## src/rtl/evict_probe_tracker.sv

```systemverilog
module evict_probe_tracker #(
  parameter int N_VDB    = 8,
  parameter int N_IOWB   = 4,
  parameter int ADDR_W   = 16,
  parameter int PQ_DEPTH = 4,
  localparam int VDB_W = $clog2(N_VDB),
  localparam int IO_W  = (N_IOWB > 1) ? $clog2(N_IOWB) : 1,
  localparam int ID_W  = $clog2(N_VDB + N_IOWB),
  localparam int PQ_W  = $clog2(PQ_DEPTH)
) (
  input  logic              clk,
  input  logic              rst_n,
  input  logic              dup_tag_en,
  input  logic              clean_vic_en,
  input  logic              alloc_req,
  input  logic              alloc_clean,
  input  logic [ADDR_W-1:0] alloc_addr,
  output logic              alloc_gnt,
  output logic [VDB_W-1:0]  alloc_id,
  output logic              full,
  input  logic              io_req,
  output logic              io_gnt,
  output logic [IO_W-1:0]   io_id,
  output logic [N_IOWB-1:0] io_busy,
  input  logic              rel_valid,
  input  logic              rel_victim,
  input  logic              rel_probe,
  input  logic [1:0]        rel_cmd,
  input  logic [ID_W-1:0]   rel_id,
  input  logic              pq_push,
  input  logic [ADDR_W-1:0] pq_addr,
  output logic              pq_ready,
  output logic [ADDR_W-1:0] lk_addr,
  input  logic              lk_hit,
  input  logic              lk_dirty,
  output logic              probe_stall,
  output logic              resp_valid,
  output logic [1:0]        resp_code,
  output logic [ID_W-1:0]   resp_id,
  output logic [N_VDB-1:0]  vic_valid,
  output logic [N_VDB-1:0]  prb_valid
);

  localparam logic [1:0] C_MISS = 2'd0, C_CLEAN = 2'd1, C_BUF = 2'd2, C_DATA = 2'd3;

  logic [N_VDB-1:0]  vv, pv;
  logic [ADDR_W-1:0] ea [N_VDB];
  logic [N_IOWB-1:0] iob;

  logic [ADDR_W-1:0] pq [PQ_DEPTH];
  logic [PQ_W-1:0]   rp, wp;
  logic [PQ_W:0]     cnt;
  logic              head_v;

  assign vic_valid = vv;
  assign prb_valid = pv;
  assign io_busy   = iob;
  assign head_v    = (cnt != '0);
  assign lk_addr   = pq[rp];
  assign pq_ready  = (cnt < (PQ_W+1)'(PQ_DEPTH));

  logic [N_VDB-1:0] free;
  logic [VDB_W-1:0] fidx;
  logic             fany;
  assign free = ~(vv | pv);

  always_comb begin
    fidx = '0;
    fany = 1'b0;
    for (int i = N_VDB-1; i >= 0; i--)
      if (free[i]) begin
        fidx = VDB_W'(i);
        fany = 1'b1;
      end
  end

  assign full      = ~fany;
  assign alloc_gnt = alloc_req & (~alloc_clean | clean_vic_en) & fany;
  assign alloc_id  = fidx;

  logic io_any;
  always_comb begin
    io_id  = '0;
    io_any = 1'b0;
    for (int j = N_IOWB-1; j >= 0; j--)
      if (!iob[j]) begin
        io_id  = IO_W'(j);
        io_any = 1'b1;
      end
  end
  assign io_gnt = io_req & io_any;

  logic [N_VDB-1:0] pmatch, vmatch;
  logic [VDB_W-1:0] vidx;
  always_comb begin
    vidx = '0;
    for (int i = N_VDB-1; i >= 0; i--) begin
      pmatch[i] = pv[i] & (ea[i] == lk_addr);
      vmatch[i] = vv[i] & ~pv[i] & (ea[i] == lk_addr);
      if (vmatch[i]) vidx = VDB_W'(i);
    end
  end

  logic            acc, take_new;
  logic [1:0]      code;
  logic [ID_W-1:0] id;
  always_comb begin
    acc      = 1'b0;
    take_new = 1'b0;
    code     = C_MISS;
    id       = '0;
    if (head_v && !(|pmatch)) begin
      if (|vmatch) begin
        acc  = 1'b1;
        code = C_BUF;
        id   = ID_W'(vidx);
      end else if (lk_hit && lk_dirty) begin
        if (fany && !alloc_gnt) begin
          acc      = 1'b1;
          take_new = 1'b1;
          code     = C_DATA;
          id       = ID_W'(fidx);
        end
      end else if (lk_hit) begin
        acc  = 1'b1;
        code = C_CLEAN;
      end else if (!dup_tag_en) begin
        acc = 1'b1;
      end
    end
  end
  assign probe_stall = head_v & ~acc;

  logic rel_pv_ok;
  assign rel_pv_ok = rel_valid & rel_probe & (rel_cmd == 2'd1 || rel_cmd == 2'd2);

  for (genvar i = 0; i < N_VDB; i++) begin : g_ent
    logic set_v, clr_v, set_p, clr_p;
    assign set_v = alloc_gnt & (fidx == VDB_W'(i));
    assign clr_v = rel_valid & rel_victim & (rel_id == ID_W'(i));
    assign set_p = (acc & (code == C_BUF) & (vidx == VDB_W'(i))) |
                   (take_new & (fidx == VDB_W'(i)));
    assign clr_p = rel_pv_ok & (rel_id == ID_W'(i));
    always_ff @(posedge clk) begin
      if (!rst_n) begin
        vv[i] <= 1'b0;
        pv[i] <= 1'b0;
        ea[i] <= '0;
      end else begin
        if (set_v)      vv[i] <= 1'b1;
        else if (clr_v) vv[i] <= 1'b0;
        if (set_p)      pv[i] <= 1'b1;
        else if (clr_p) pv[i] <= 1'b0;
        if (set_v)      ea[i] <= alloc_addr;
        else if (take_new && fidx == VDB_W'(i)) ea[i] <= lk_addr;
      end
    end
  end

  for (genvar j = 0; j < N_IOWB; j++) begin : g_io
    always_ff @(posedge clk) begin
      if (!rst_n) iob[j] <= 1'b0;
      else if (io_gnt && io_id == IO_W'(j)) iob[j] <= 1'b1;
      else if (rel_valid && rel_victim && rel_id == ID_W'(N_VDB + j)) iob[j] <= 1'b0;
    end
  end

  logic push;
  assign push = pq_push & pq_ready;

  always_ff @(posedge clk) begin
    if (!rst_n) begin
      rp  <= '0;
      wp  <= '0;
      cnt <= '0;
      for (int k = 0; k < PQ_DEPTH; k++) pq[k] <= '0;
    end else begin
      if (push) begin
        pq[wp] <= pq_addr;
        wp     <= wp + 1'b1;
      end
      if (acc) rp <= rp + 1'b1;
      cnt <= cnt + (PQ_W+1)'(push) - (PQ_W+1)'(acc);
    end
  end

  always_ff @(posedge clk) begin
    if (!rst_n) begin
      resp_valid <= 1'b0;
      resp_code  <= C_MISS;
      resp_id    <= '0;
    end else begin
      resp_valid <= acc;
      resp_code  <= code;
      resp_id    <= id;
    end
  end

endmodule


```

## config.mk

```make
export PLATFORM = sky130hd
export DESIGN_NAME = evict_probe_tracker
export DESIGN_NICKNAME = d
export VERILOG_FILES = /design/src/rtl/evict_probe_tracker.sv
export SDC_FILE = /design/constraint.sdc
export NUM_CORES = 1
export LEC_CHECK = 0
export BUFFER_PORTS_ARGS = -buffer_cell sky130_fd_sc_hd__buf_2
export CAP_MARGIN = 5
export CORE_MARGIN = 2
export CORE_UTILIZATION = 54
export DETAILED_ROUTE_END_ITERATION = 7
export PLACE_DENSITY_LB_ADDON = 0.2
export SETUP_SLACK_MARGIN = 0.2
export SYNTH_ARGS = -nofsm -noshare
export SYNTH_HDL_FRONTEND = slang
export SYNTH_SLANG_ARGS = --single-unit
```

## constraint.sdc

```tcl
create_clock -name clk -period 4.4 [get_ports clk]
set_input_delay 0 -clock clk [delete_from_list [all_inputs] [get_ports clk]]
set_output_delay 0 -clock clk [all_outputs]
set_load 0.01 [all_outputs]
```

* After elaboration in Yosys (flattened, before gate mapping)
Memories as Yosys holds them, arrays and structs flattened. A register that Yosys moved wholly into a read port is not among the register bits.
Index checks and enable logic that the tools add are counted.
** Cells by class
- Equality and inequality tests :: 39
- Reductions and logical operators :: 53
- Bitwise operators :: 114
- Add/sub/neg operators :: 4
- Mux-type cells :: 170
- Magnitude comparators :: 1
** Operator list (count)
- $mux W16 :: 17
- $eq A16 B16 Y1 :: 8
- $mux W1 :: 123
- $and A1 B1 Y1 :: 73
- $mux W3 :: 19
- $reduce_bool A2 Y1 :: 20
- $or A1 B1 Y1 :: 25
- $eq A3 B3 Y1 const B :: 8
- $mux W2 :: 11
- $logic_and A1 B1 Y1 :: 20
- $eq A4 B3 Y1 const B :: 4
- $eq A4 B4 Y1 const B :: 4
- $reduce_or A16 Y1 :: 1
- $reduce_or A8 Y1 :: 2
- $not A1 Y1 :: 14
- $eq A3 B2 Y1 const B :: 4
- $reduce_or A11 Y1 :: 1
- $eq A2 B2 Y1 const B :: 4
- $eq A4 B2 Y1 const B :: 2
- $not A8 Y8 :: 1
- $or A8 B8 Y8 :: 1
- $eq A3 B1 Y1 const B :: 2
- $logic_not A3 Y1 :: 2
- $add A2 B1 Y2 const B :: 2
- other kinds (11) :: 13
** Word-level totals
- Bits in registers :: 34
- RAM bits :: 192
- Input bits :: 51
- Memories :: 2
- Word-level logic and storage cells :: 410
- Output and inout port bits :: 53
** Memories
- ea :: words 8, width 16, rd ports 8, clocked after Yosys merged registers in 0, write ports 8, RTL line 47 : logic [ADDR_W-1:0] ea [N_VDB];
- pq :: words 4, width 16, rd ports 1, clocked after Yosys merged registers in 1, write ports 4, RTL line 50 : logic [ADDR_W-1:0] pq [PQ_DEPTH];

* Depth between registers and ports, before layout
Gate-level depths: netlist (run 1).
- Word-level depth :: 23
- Mapped depth :: 20
- Mapped depth without buffers :: 16

* Worst setup path before layout (run 1)
OpenSTA, ideal clock, no wires.
- Path kind :: register -> register
- Start point :: register (tool-made name)
- End point :: memory ea[0][0], enable pin
- Slack :: 0.119 ns
- Data arrival time :: 3.870 ns
- Data required time :: 3.989 ns
- Clock period less this slack :: 4.281 ns
- Stages on the path, launching flop included :: 13
- Library setup time :: 0.411 ns
- Buffers on the path :: 3
- Path through :: dfxtp_1 > buf_6 > buf_6 > mux4_2 > buf_4 > xnor2_1 > nand4_1 > nor4_1 > a32oi_1 > nand4_1 > nor4b_4 > nor2_1 > o21ai_0
** RTL lines (RTL line)
- end, declared :: 47

==> flow_summary_export.csv, run 1 <==
group,metric,value,unit
outcome,outcome,"complete, no violations",
floorplanning,dieWidth,150,um
synth,synthArstFlopShare,0,%
drt,ant_nets,0,
global_route,grt_usage,29.4,%
timing,skew,0.0169,ns
setup_path,path_cells,"buf_12, buf_12, mux4_2, xnor2_2, nand4_1, nor4_2, buf_4, a222oi_1, nand3_1, or2_4, a21oi_4, ha_4, inv_2, ha_4, inv_2, fa_2, xnor2_2, xnor2_1, nor2_1",
synth,ys_top_cells_by_area,"edfxtp_1, xnor2_1, o21ai_0",
synth,ys_seq_elements,227,
floorplanning,core.rowCount,53,
synth,syn_inst,1054,
synth,synth_top_area_share,50.1,%
setup_path,cp.arrival,4.48,ns
placement,place_congestion,0.974,
layout,fin_area,14400,um2
drt,totalWireLength,33.5,mm
floorplanning,fp.dieH,150,um
drt,drcViolationCount,0,
setup_path,worstSetupStartpointType,"flop",
timing,worstMarginPinSlew,1.03,ns
global_route,grt_antenna_before_repair,0,
job,cap_viol_max_count,0,
placement,hpwl,22.7,mm
synth,syn_area_per_cell,10.9,um2
cts,clk_path_buf_depth,3,
placement,numPortBuffers,102,
cts,clockRootBuffer,"clkbuf_16",
drt,dr.pass1.iters,5,
setup_path,end_kind,"flop",
cts,cts.sinks,227,
timing,worst_hold_slack,0.00644,ns
pwr,total_power,7.00,mW
global_route,grt_max_degree,30,
cts,cts.htree.levels,1,
floorplanning,floorplan.die_area,22500,um2
setup_path,r2r_cells,19,
cts,clk_latency,0.53,ns
layout,drive_gt1_share,22.2,%
timing,setup_viol,0,
synth,yosysSeqAreaShare,56.2,%
drt,num_vias,9170,
timing,maxSlewViolCount,0,
pwr,peakVddDrop,0.400,mV
timing,tns,0,ns
pwr,power_switching,2.18,mW
drt,wl_per_cell,21.8,um
layout,finalNetCount,1300,
pwr,power.density,488,nW/um2
pwr,power.internal,4.82,mW
global_route,grt_pass1_vias,8922,
layout,area_delta_synth_final,24.7,%
placement,placed_area,12500,um2
cts,numCtsBuffers,25,
layout,insertedDiodeCount,0,
drt,vias_per_cell,5.96,
pwr,swShare,31.2,%
setup_path,required,4.78,ns
global_route,overflow,0,
pwr,combinationalPowerShare,32.9,%
drt,drtIter0Drc,954,
timing,fin_crit_sh,93.3,%
setup_path,criticalPathCategory,"reg -> reg",
synth,yosys.area.top_type,"edfxtp_1",
hold_path,whs_path_depth,5,
timing,rsz0062_at_grt,"true",
setup_path,slowest_stage,"mux4_2",
cts,cts_tree,"done",
synth,synth_edf_count,192,
pwr,leakage,5.13,nW
pwr,clock_power_share,29.1,%
placement,place_inst,1420,
synth,synth_cell_types,61,
floorplanning,num_io_pins,104,
timing,fin_crit,4.10,ns
setup_path,cp_max_fo,7,
synth,synth_area,11500,um2
synth,synth_nets,1108,
timing,slew_headroom,30.8,%
layout,layoutNonFillerInstCount,1539,
setup_path,max_stage_delay,0.66,ns
cts,clkTransAtPathRegs,0.06,ns
global_route,grt_pass1_wl,50.0,mm
timing,max_freq,0.244,GHz
hold_path,min_path_type,"in -> reg",
floorplanning,core_region_area,21000,um2
synth,synth-main-ff-cell,"edfxtp_1",
floorplanning,initial_core_util,54.9,%
timing,finalHoldViolCount,0,
synth,synth_warnings,0,
pwr,p_seq_share,38.0,%
## cell type report
class / count / area [um2]
Clock buffer: 33 / 676
Clock inverter: 12 / 111
Fill cell: 1619 / 6610
Inverter: 15 / 56.3
Multi-Input combinational cell: 742 / 4850
Sequential cell: 227 / 6470
Tap cell: 275 / 344
Timing Repair Buffer: 235 / 1840
## registers in the layout, summed over array words and instances, names as in the netlist, named ones only
signal	cells
vic_valid	8
io_busy	4
resp_id	3
ea	128
rp	2
resp_code	2
pq	64
resp_valid	1
wp	2
prb_valid	8
cnt	3
## final timing paths
| path | from | to | slack (ns) |
|---|---|---|---|
| setup reg to reg | flop | cnt[2] | 0.30 |
| hold / removal | rel_valid | vic_valid[2] | 0.006 |
| hold reg to reg | rp[1] | flop | 0.47 |
| setup / recovery | flop | cnt[2] | 0.30 |
## cell usage in the layout (no fill, tap or decap), types with 35 or more instances in the layout
master,Yosys,final
nand2_1,176,176
o21ai_0,142,139
xnor2_1,131,116
edfxtp_1,192,192
and2_1,50,50
nand4_1,35,35
nor2_1,39,38
dlygate4sd3_1,0,47
buf_4,3,67
buf_2,7,102
## logic make-up (layout without fill, tap and decap cells)
group | after synthesis | in the layout | synth area share (%)
buffers and inverters | 86 | 295 | 3.64
AND/OR/NAND/NOR | 380 | 380 | 16.1
AO/OA/AOI/OAI | 204 | 204 | 9.90
XOR/XNOR | 133 | 133 | 10.1
adder cells (fa/ha/maj) | 3 | 3 | 0.391
flip-flops | 227 | 227 | 56.2
other | 1 | 1 | 0.0326
multiplexers | 20 | 21 | 3.59
## cells in the mapped netlist, types with 3 or more instances
cell type and count:
nand3_1 13, nand2b_1 7, clkbuf_1 33, buf_6 10, a32oi_1 3, a31o_2 3
o22ai_1 9, o211ai_1 4, mux4_2 13, nor2_1 39, and3_1 17, edfxtp_1 192
dfxtp_1 35, and2_1 50, nand4_1 35, a21oi_1 15, nand2_1 176, nor4_1 9
mux2i_1 3, a31oi_1 6, nor2b_1 7, buf_4 3, xnor2_1 131, a22oi_1 4
inv_1 15, a211oi_1 4, nor3_1 12, o21ai_0 142, mux4_1 3, buf_2 7
buf_1 17
## metal layers
metal	vias to the layer above	GRT usage, %	share of wire [%]
li1	4169	-	-
met1	4389	38.9	38
met2	516	49.7	49
met3	96	4.30	10
met4	0	10.5	3.6
met5	-	0	0
## timing repair
item,CTS,global route
pin swaps,3,15
gates resized for setup,14,30
gates cloned,0,2
hold buffers,47,0
setup endpoints to repair,92,97
hold endpoints to repair,207,0
setup buffers,14,11
## power by group through the flow
stage | sequential (mW) | combinational [mW] | clock [mW]
floorplan | 2.66 | 1.30 | 0
global placement | 2.68 | 1.84 | 0
detailed placement | 2.69 | 1.86 | 0
CTS | 2.65 | 2.06 | 2.05
global route | 2.68 | 2.44 | 2.14
finish | 2.66 | 2.30 | 2.04
## metrics by stage
stage,worst slack (ns),util [%]
2_1_floorplan,0.119,-
3_3_place_gp,-0.0108,59.7
3_5_place_dp,-0.0742,59.7
4_1_cts,0.226,66.9
5_1_grt,0.127,68.5
6_report,0.297,68.5
## worst max-delay path: cells and delay by family, from the launching register on
kind	cells	cell delay, ns
compound gates	2	0.46
xor+xnor	3	0.50
fa+ha+maj	3	0.68
buf+inv	5	0.50
flops	1	0.40
mux	1	0.66
simple gates	5	0.76
No activity file was read; power rests on OpenSTA's default activity.
==> run 2: changes to the inputs <==
Settings changed: BUFFER_PORTS_ARGS -buffer_cell sky130_fd_sc_hd__buf_2 to -buffer_cell sky130_fd_sc_hd__buf_4.
==> run 2 against run 1 <==
Count of clock-buffer cells in the layout is 2 lower; first-iteration DRC count is 2.4% higher; wire length decreased by 2.2%; largest power group unchanged.
==> flow_summary_export.csv, run 2 (same netlist as run 1, synthesis figures left out) <==
group,metric,value,unit
cts,cts.sinks,227,
global_route,overflow,0,
setup_path,path_cells,"buf_12, mux4_2, buf_4, xnor2_1, nand4_1, nor4_4, a222oi_1, nand3_2, or2_4, a21oi_4, ha_1, inv_1, ha_1, inv_1, fa_2, xnor2_2, xnor2_1, nor2_1",
setup_path,worstSetupStartpointType,"flop",
setup_path,slowest_stage,"mux4_2",
timing,fin_crit_sh,94.2,%
hold_path,hp-start,"lk_hit",
hold_path,min_path_type,"in -> reg",
floorplanning,fp.dieH,150,um
setup_path,r2r_cells,18,
placement,hpwl,22.0,mm
cts,clockRootBuffer,"clkbuf_16",
placement,numPortBuffers,102,
global_route,grt_use_met1,39.5,%
layout,fin_area,14600,um2
setup_path,criticalPathCategory,"reg -> reg",
pwr,clock_power_share,30.4,%
timing,finalHoldViolCount,0,
floorplanning,core.rowCount,53,
drt,drcViolationCount,0,
timing,max_freq,0.241,GHz
floorplanning,num_io_pins,104,
layout,layout_commonest_cell,"edfxtp_1",
global_route,use_met2,47.5,%
drt,totalWireLength,32.7,mm
pwr,p_seq_share,37.6,%
layout,fill_cells,1532,
global_route,grt_max_degree,47,
global_route,grt_pass1_vias,8848,
layout,reg_top3,"ea x128, pq x64",
drt,dr.pass1.iters,5,
layout,insertedDiodeCount,0,
setup_path,path_delay_family,"simple AND/OR/NAND/NOR gates",
timing,setup_viol,0,
timing,skew,0.0211,ns
layout,final_cell_mix,"edfxtp_1, nand2_1, buf_4, o21ai_0, xnor2_1",
drt,vias_per_cell,5.98,
cts,numCtsBuffers,25,
timing,fin_crit,4.15,ns
placement,place_congestion,0.922,
timing,worstMarginPinSlew,1.06,ns
layout,drive_gt1_share,21.4,%
pwr,combinationalPowerShare,32.0,%
setup_path,r2r-end,"cnt[2]",
cts,clk_path_buf_depth,3,
timing,tns,0,ns
setup_path,cp.arrival,4.52,ns
cts,clkTransAtPathRegs,0.06,ns
pwr,power_switching,2.17,mW
global_route,grt_usage,28.9,%
timing,rsz0062_at_grt,"true",
drt,num_vias,9180,
setup_path,end_kind,"flop",
setup_path,cp_max_fo,9,
floorplanning,floorplan.die_area,22500,um2
pwr,power.internal,4.91,mW
pwr,swShare,30.6,%
pwr,peakVddDrop,0.349,mV
global_route,grt_use_met3,4.18,%
layout,largest_reg_flops,128,
placement,place_inst,1413,
timing,slew_headroom,28.8,%
timing,maxSlewViolCount,0,
layout,layoutNonFillerInstCount,1534,
setup_path,rrSetupSlack,0.25,ns
hold_path,hold-path-endpoint,"resp_id[2]",
placement,placed_area,12700,um2
global_route,grt_pass1_wl,49.5,mm
layout,largest_register,"ea",
drt,drtIter0Drc,977,
global_route,busiest_layer,"met2",
hold_path,whs_path_depth,5,
pwr,power.density,485,nW/um2
global_route,grt_antenna_before_repair,0,
setup_path,max_stage_delay,0.67,ns
setup_path,required,4.77,ns
layout,area_delta_synth_final,26.6,%
drt,wl_per_cell,21.3,um
floorplanning,core_region_area,21000,um2
job,cap_viol_max_count,0,
layout,finalNetCount,1294,
cts,cts_tree,"done",
floorplanning,initial_core_util,54.9,%
drt,ant_nets,0,
setup_path,crit_buf_inv,4,
outcome,outcome,"complete, no violations",
cts,cts.htree.levels,1,
cts,clk_latency,0.53,ns
pwr,leakage,5.19,nW
floorplanning,dieWidth,150,um
==> run 2: worst register-to-register path, cell delays in order, from the launching register on <==
cell      delay [ns]
dfxtp_4         0.37
buf_12          0.14
mux4_2          0.68
buf_4           0.21
xnor2_1         0.13
nand4_1         0.17
nor4_4          0.07
a222oi_1        0.43
nand3_2         0.20
or2_4           0.30
a21oi_4         0.12
ha_1            0.24
inv_1           0.05
ha_1            0.13
inv_1           0.05
fa_2            0.37
xnor2_2         0.14
xnor2_1         0.16
nor2_1          0.05
==> run 2: worst max-delay path by stage <==
stage | start | to | slack [ns] | cells past startpoint
floorplan | flop | ea[0][0] | 0.12 | 12
global placement | flop | cnt[2] | 0.03 | 17
detailed placement | flop | cnt[2] | -0.1 | 17
CTS | flop | cnt[2] | 0.23 | 19
global route | flop | cnt[2] | 0.13 | 19
finish | flop | cnt[2] | 0.25 | 18
==> run 2: power by group through the flow <==
| stage | clock network (mW) | logic, mW | registers (mW) |
|---|---|---|---|
| floorplan | 0 | 1.30 | 2.66 |
| CTS | 2.16 | 2.04 | 2.65 |
| global placement | 0 | 1.85 | 2.68 |
| global route | 2.26 | 2.39 | 2.67 |
| finish | 2.15 | 2.26 | 2.66 |
| detailed placement | 0 | 1.87 | 2.69 |
==> run 2: stage by stage <==
stage	hold slack, ns	worst slack, ns	util, %	power (mW)
detailed placement	0.274	-0.0959	60.8	4.56
CTS	0.0128	0.235	68.0	6.84
global placement	0.269	0.0314	60.8	4.53
finish	0.0340	0.254	69.5	7.07
floorplan	0.108	0.119	-	3.97
global route	0.0490	0.134	69.5	7.32
==> run 2: what timing repair did <==
item | CTS | global route
pin swaps | 4 | 15
setup buffers | 12 | 14
endpoints found under the hold margin | 213 | 0
endpoints found under the setup margin | 98 | 97
cloned | 1 | 0
resized for setup | 8 | 36
hold buffers | 48 | 0
==> run 2: layer usage <==
layer  vias up  wire length (um)
met5         -                 0
met4         0              1000
met3        76              3120
met2       490             16000
met1      4451             12600
li1       4163                 -
==> run 2: cell type report <==
class                      instances  area, um2  area share (%)
inverter                          15       56.3           0.386
clock buffer                      31        658            4.52
sequential                       227       6470            44.4
timing repair buffer             229       2030            13.9
clock inverter                    15        175            1.20
tap                              275        344            2.36
multi-input combinational        742       4830            33.2
==> run 3: changes to the inputs <==
Settings changed: PLACE_DENSITY set to 0.76, PLACE_DENSITY_LB_ADDON 0.2 to not set.
==> run 3 against run 2 <==
The run now ends with design-rule violations left; final cell count increased by 0.20%; clock skew decreased by 0.0054 ns; via count up 3.2%.
==> flow_summary_export.csv, run 3 (same netlist as run 1, synthesis figures left out) <==
group,metric,value,unit
timing,finalHoldViolCount,0,
floorplanning,core.rowCount,53,
layout,largest_register,"ea",
timing,worstMarginPinSlew,1.07,ns
hold_path,min_path_type,"in -> reg",
timing,maxSlewViolCount,0,
drt,num_vias,9476,
job,cap_viol_max_count,0,
layout,final_util,69.8,%
timing,setup_viol,0,
floorplanning,initial_core_util,54.9,%
layout,finalNetCount,1297,
timing,slew_headroom,28.7,%
timing,tns,0,ns
global_route,grt_pass1_wl,51.9,mm
setup_path,cp_max_fo,10,
cts,clk_path_buf_depth,3,
setup_path,cp.arrival,4.54,ns
layout,drive_gt1_share,20.8,%
outcome,violations,"design-rule violations",
global_route,grt_usage,30.7,%
drt,drcViolationCount,1,
global_route,grt_max_degree,47,
drt,dr.pass1.iters,8,
layout,area_delta_synth_final,27.1,%
floorplanning,floorplan.die_area,22500,um2
outcome,outcome,"finished, violations left",
pwr,leakage,5.18,nW
cts,clkTransAtPathRegs,0.06,ns
drt,ant_nets,0,
global_route,overflow,0,
cts,cts.sinks,227,
timing,fin_crit,4.17,ns
timing,fin_crit_sh,94.7,%
floorplanning,fp.dieH,150,um
setup_path,required,4.78,ns
global_route,grt_antenna_before_repair,2,
setup_path,criticalPathCategory,"reg -> reg",
placement,hpwl,22.7,mm
setup_path,worstSetupStartpointType,"flop",
global_route,grt_pass1_vias,9149,
timing,max_freq,0.240,GHz
cts,cts_tree,"done",
floorplanning,dieWidth,150,um
layout,layout_commonest_cell,"edfxtp_1",
drt,totalWireLength,35.6,mm
floorplanning,core_region_area,21000,um2
layout,largest_reg_flops,128,
placement,numPortBuffers,102,
drt,wl_per_cell,23.1,um
drt,drtIter0Drc,1023,
layout,final_cell_mix,"edfxtp_1, nand2_1, buf_4, o21ai_0, xnor2_1",
timing,skew,0.0157,ns
drt,vias_per_cell,6.17,
pwr,power.density,492,nW/um2
cts,clk_latency,0.52,ns
setup_path,end_kind,"flop",
cts,clockRootBuffer,"clkbuf_16",
pwr,peakVddDrop,0.408,mV
placement,place_congestion,0.955,
timing,rsz0062_at_grt,"false",
floorplanning,num_io_pins,104,
cts,cts.htree.levels,1,
cts,numCtsBuffers,24,
layout,reg_top3,"ea x128, pq x64",
-- run 3: cell type report --
type                    instances  area [um2]
flip-flops and latches        227        6470
fillers                      1476        6330
multi-input cells             746        4880
repair buffers                229        2040
clock buffers                  28         637
well taps                     275         344
clock inverters                16         206
inverters                      15        56.3
diodes                          1        2.50
-- run 3: worst max-delay path, cell delays in order (launching register included) --
cell and delay (ns):
dfxtp_4 0.41, buf_12 0.15, mux4_2 0.52, buf_6 0.18, xnor2_1 0.26, nand4_1 0.21, nor4_2 0.34, buf_4 0.19
a32oi_1 0.15, nand4_1 0.17, nor2_2 0.07, a21oi_2 0.16, ha_1 0.24, inv_1 0.06, ha_1 0.13, inv_1 0.05
fa_2 0.36, xnor2_2 0.18, xnor2_1 0.13, nor2_1 0.05
-- run 3: timing repair --
| item | CTS | global route |
|---|---|---|
| pin swaps | 1 | 12 |
| buffers inserted | 10 | 10 |
| hold endpoints to repair | 212 | 0 |
| gates resized for setup | 16 | 21 |
| setup endpoints to repair | 1 | 97 |
| hold buffers | 50 | 0 |
| cloned | 4 | 2 |
-- run 3: worst paths after layout --
check | startpoint | end | slack [ns] | cells past startpoint
worst max-delay path | flop | cnt[2] | 0.23 | 19
worst min-delay path | lk_dirty | resp_id[2] | 0.03 | 5
worst max register to register | flop | cnt[2] | 0.23 | 19
worst min register to register | rp[1] | rp[1] | 0.48 | 2
-- run 3: metal layers --
layer  track usage, %  wire, um  share of wire, %
met2             50.4     16900                47
met5                0        13             0.037
met3             6.10      4340                12
met1             40.5     12900                36
met4             11.5      1490               4.2
-- run 3: where the power goes --
part	switching [mW]	total, mW	internal [mW]
logic	1.26	2.33	1.07
registers	0.135	2.69	2.55
clock network	0.856	2.18	1.33
total	2.25	7.20	4.95
-- run 3: stage by stage --
step	setup WS (ns)	hold slack [ns]	instances	area [um2]	total power [mW]
after floorplan	0.119	0.108	1054	11500	3.97
after global placement	0.120	0.276	1416	12700	4.50
after detailed placement	0.0391	0.291	1416	12700	4.54
after CTS	0.203	0.00206	1524	14300	6.92
after global routing	0.0561	0.0571	1536	14600	7.39
final	0.234	0.0297	1537	14600	7.20
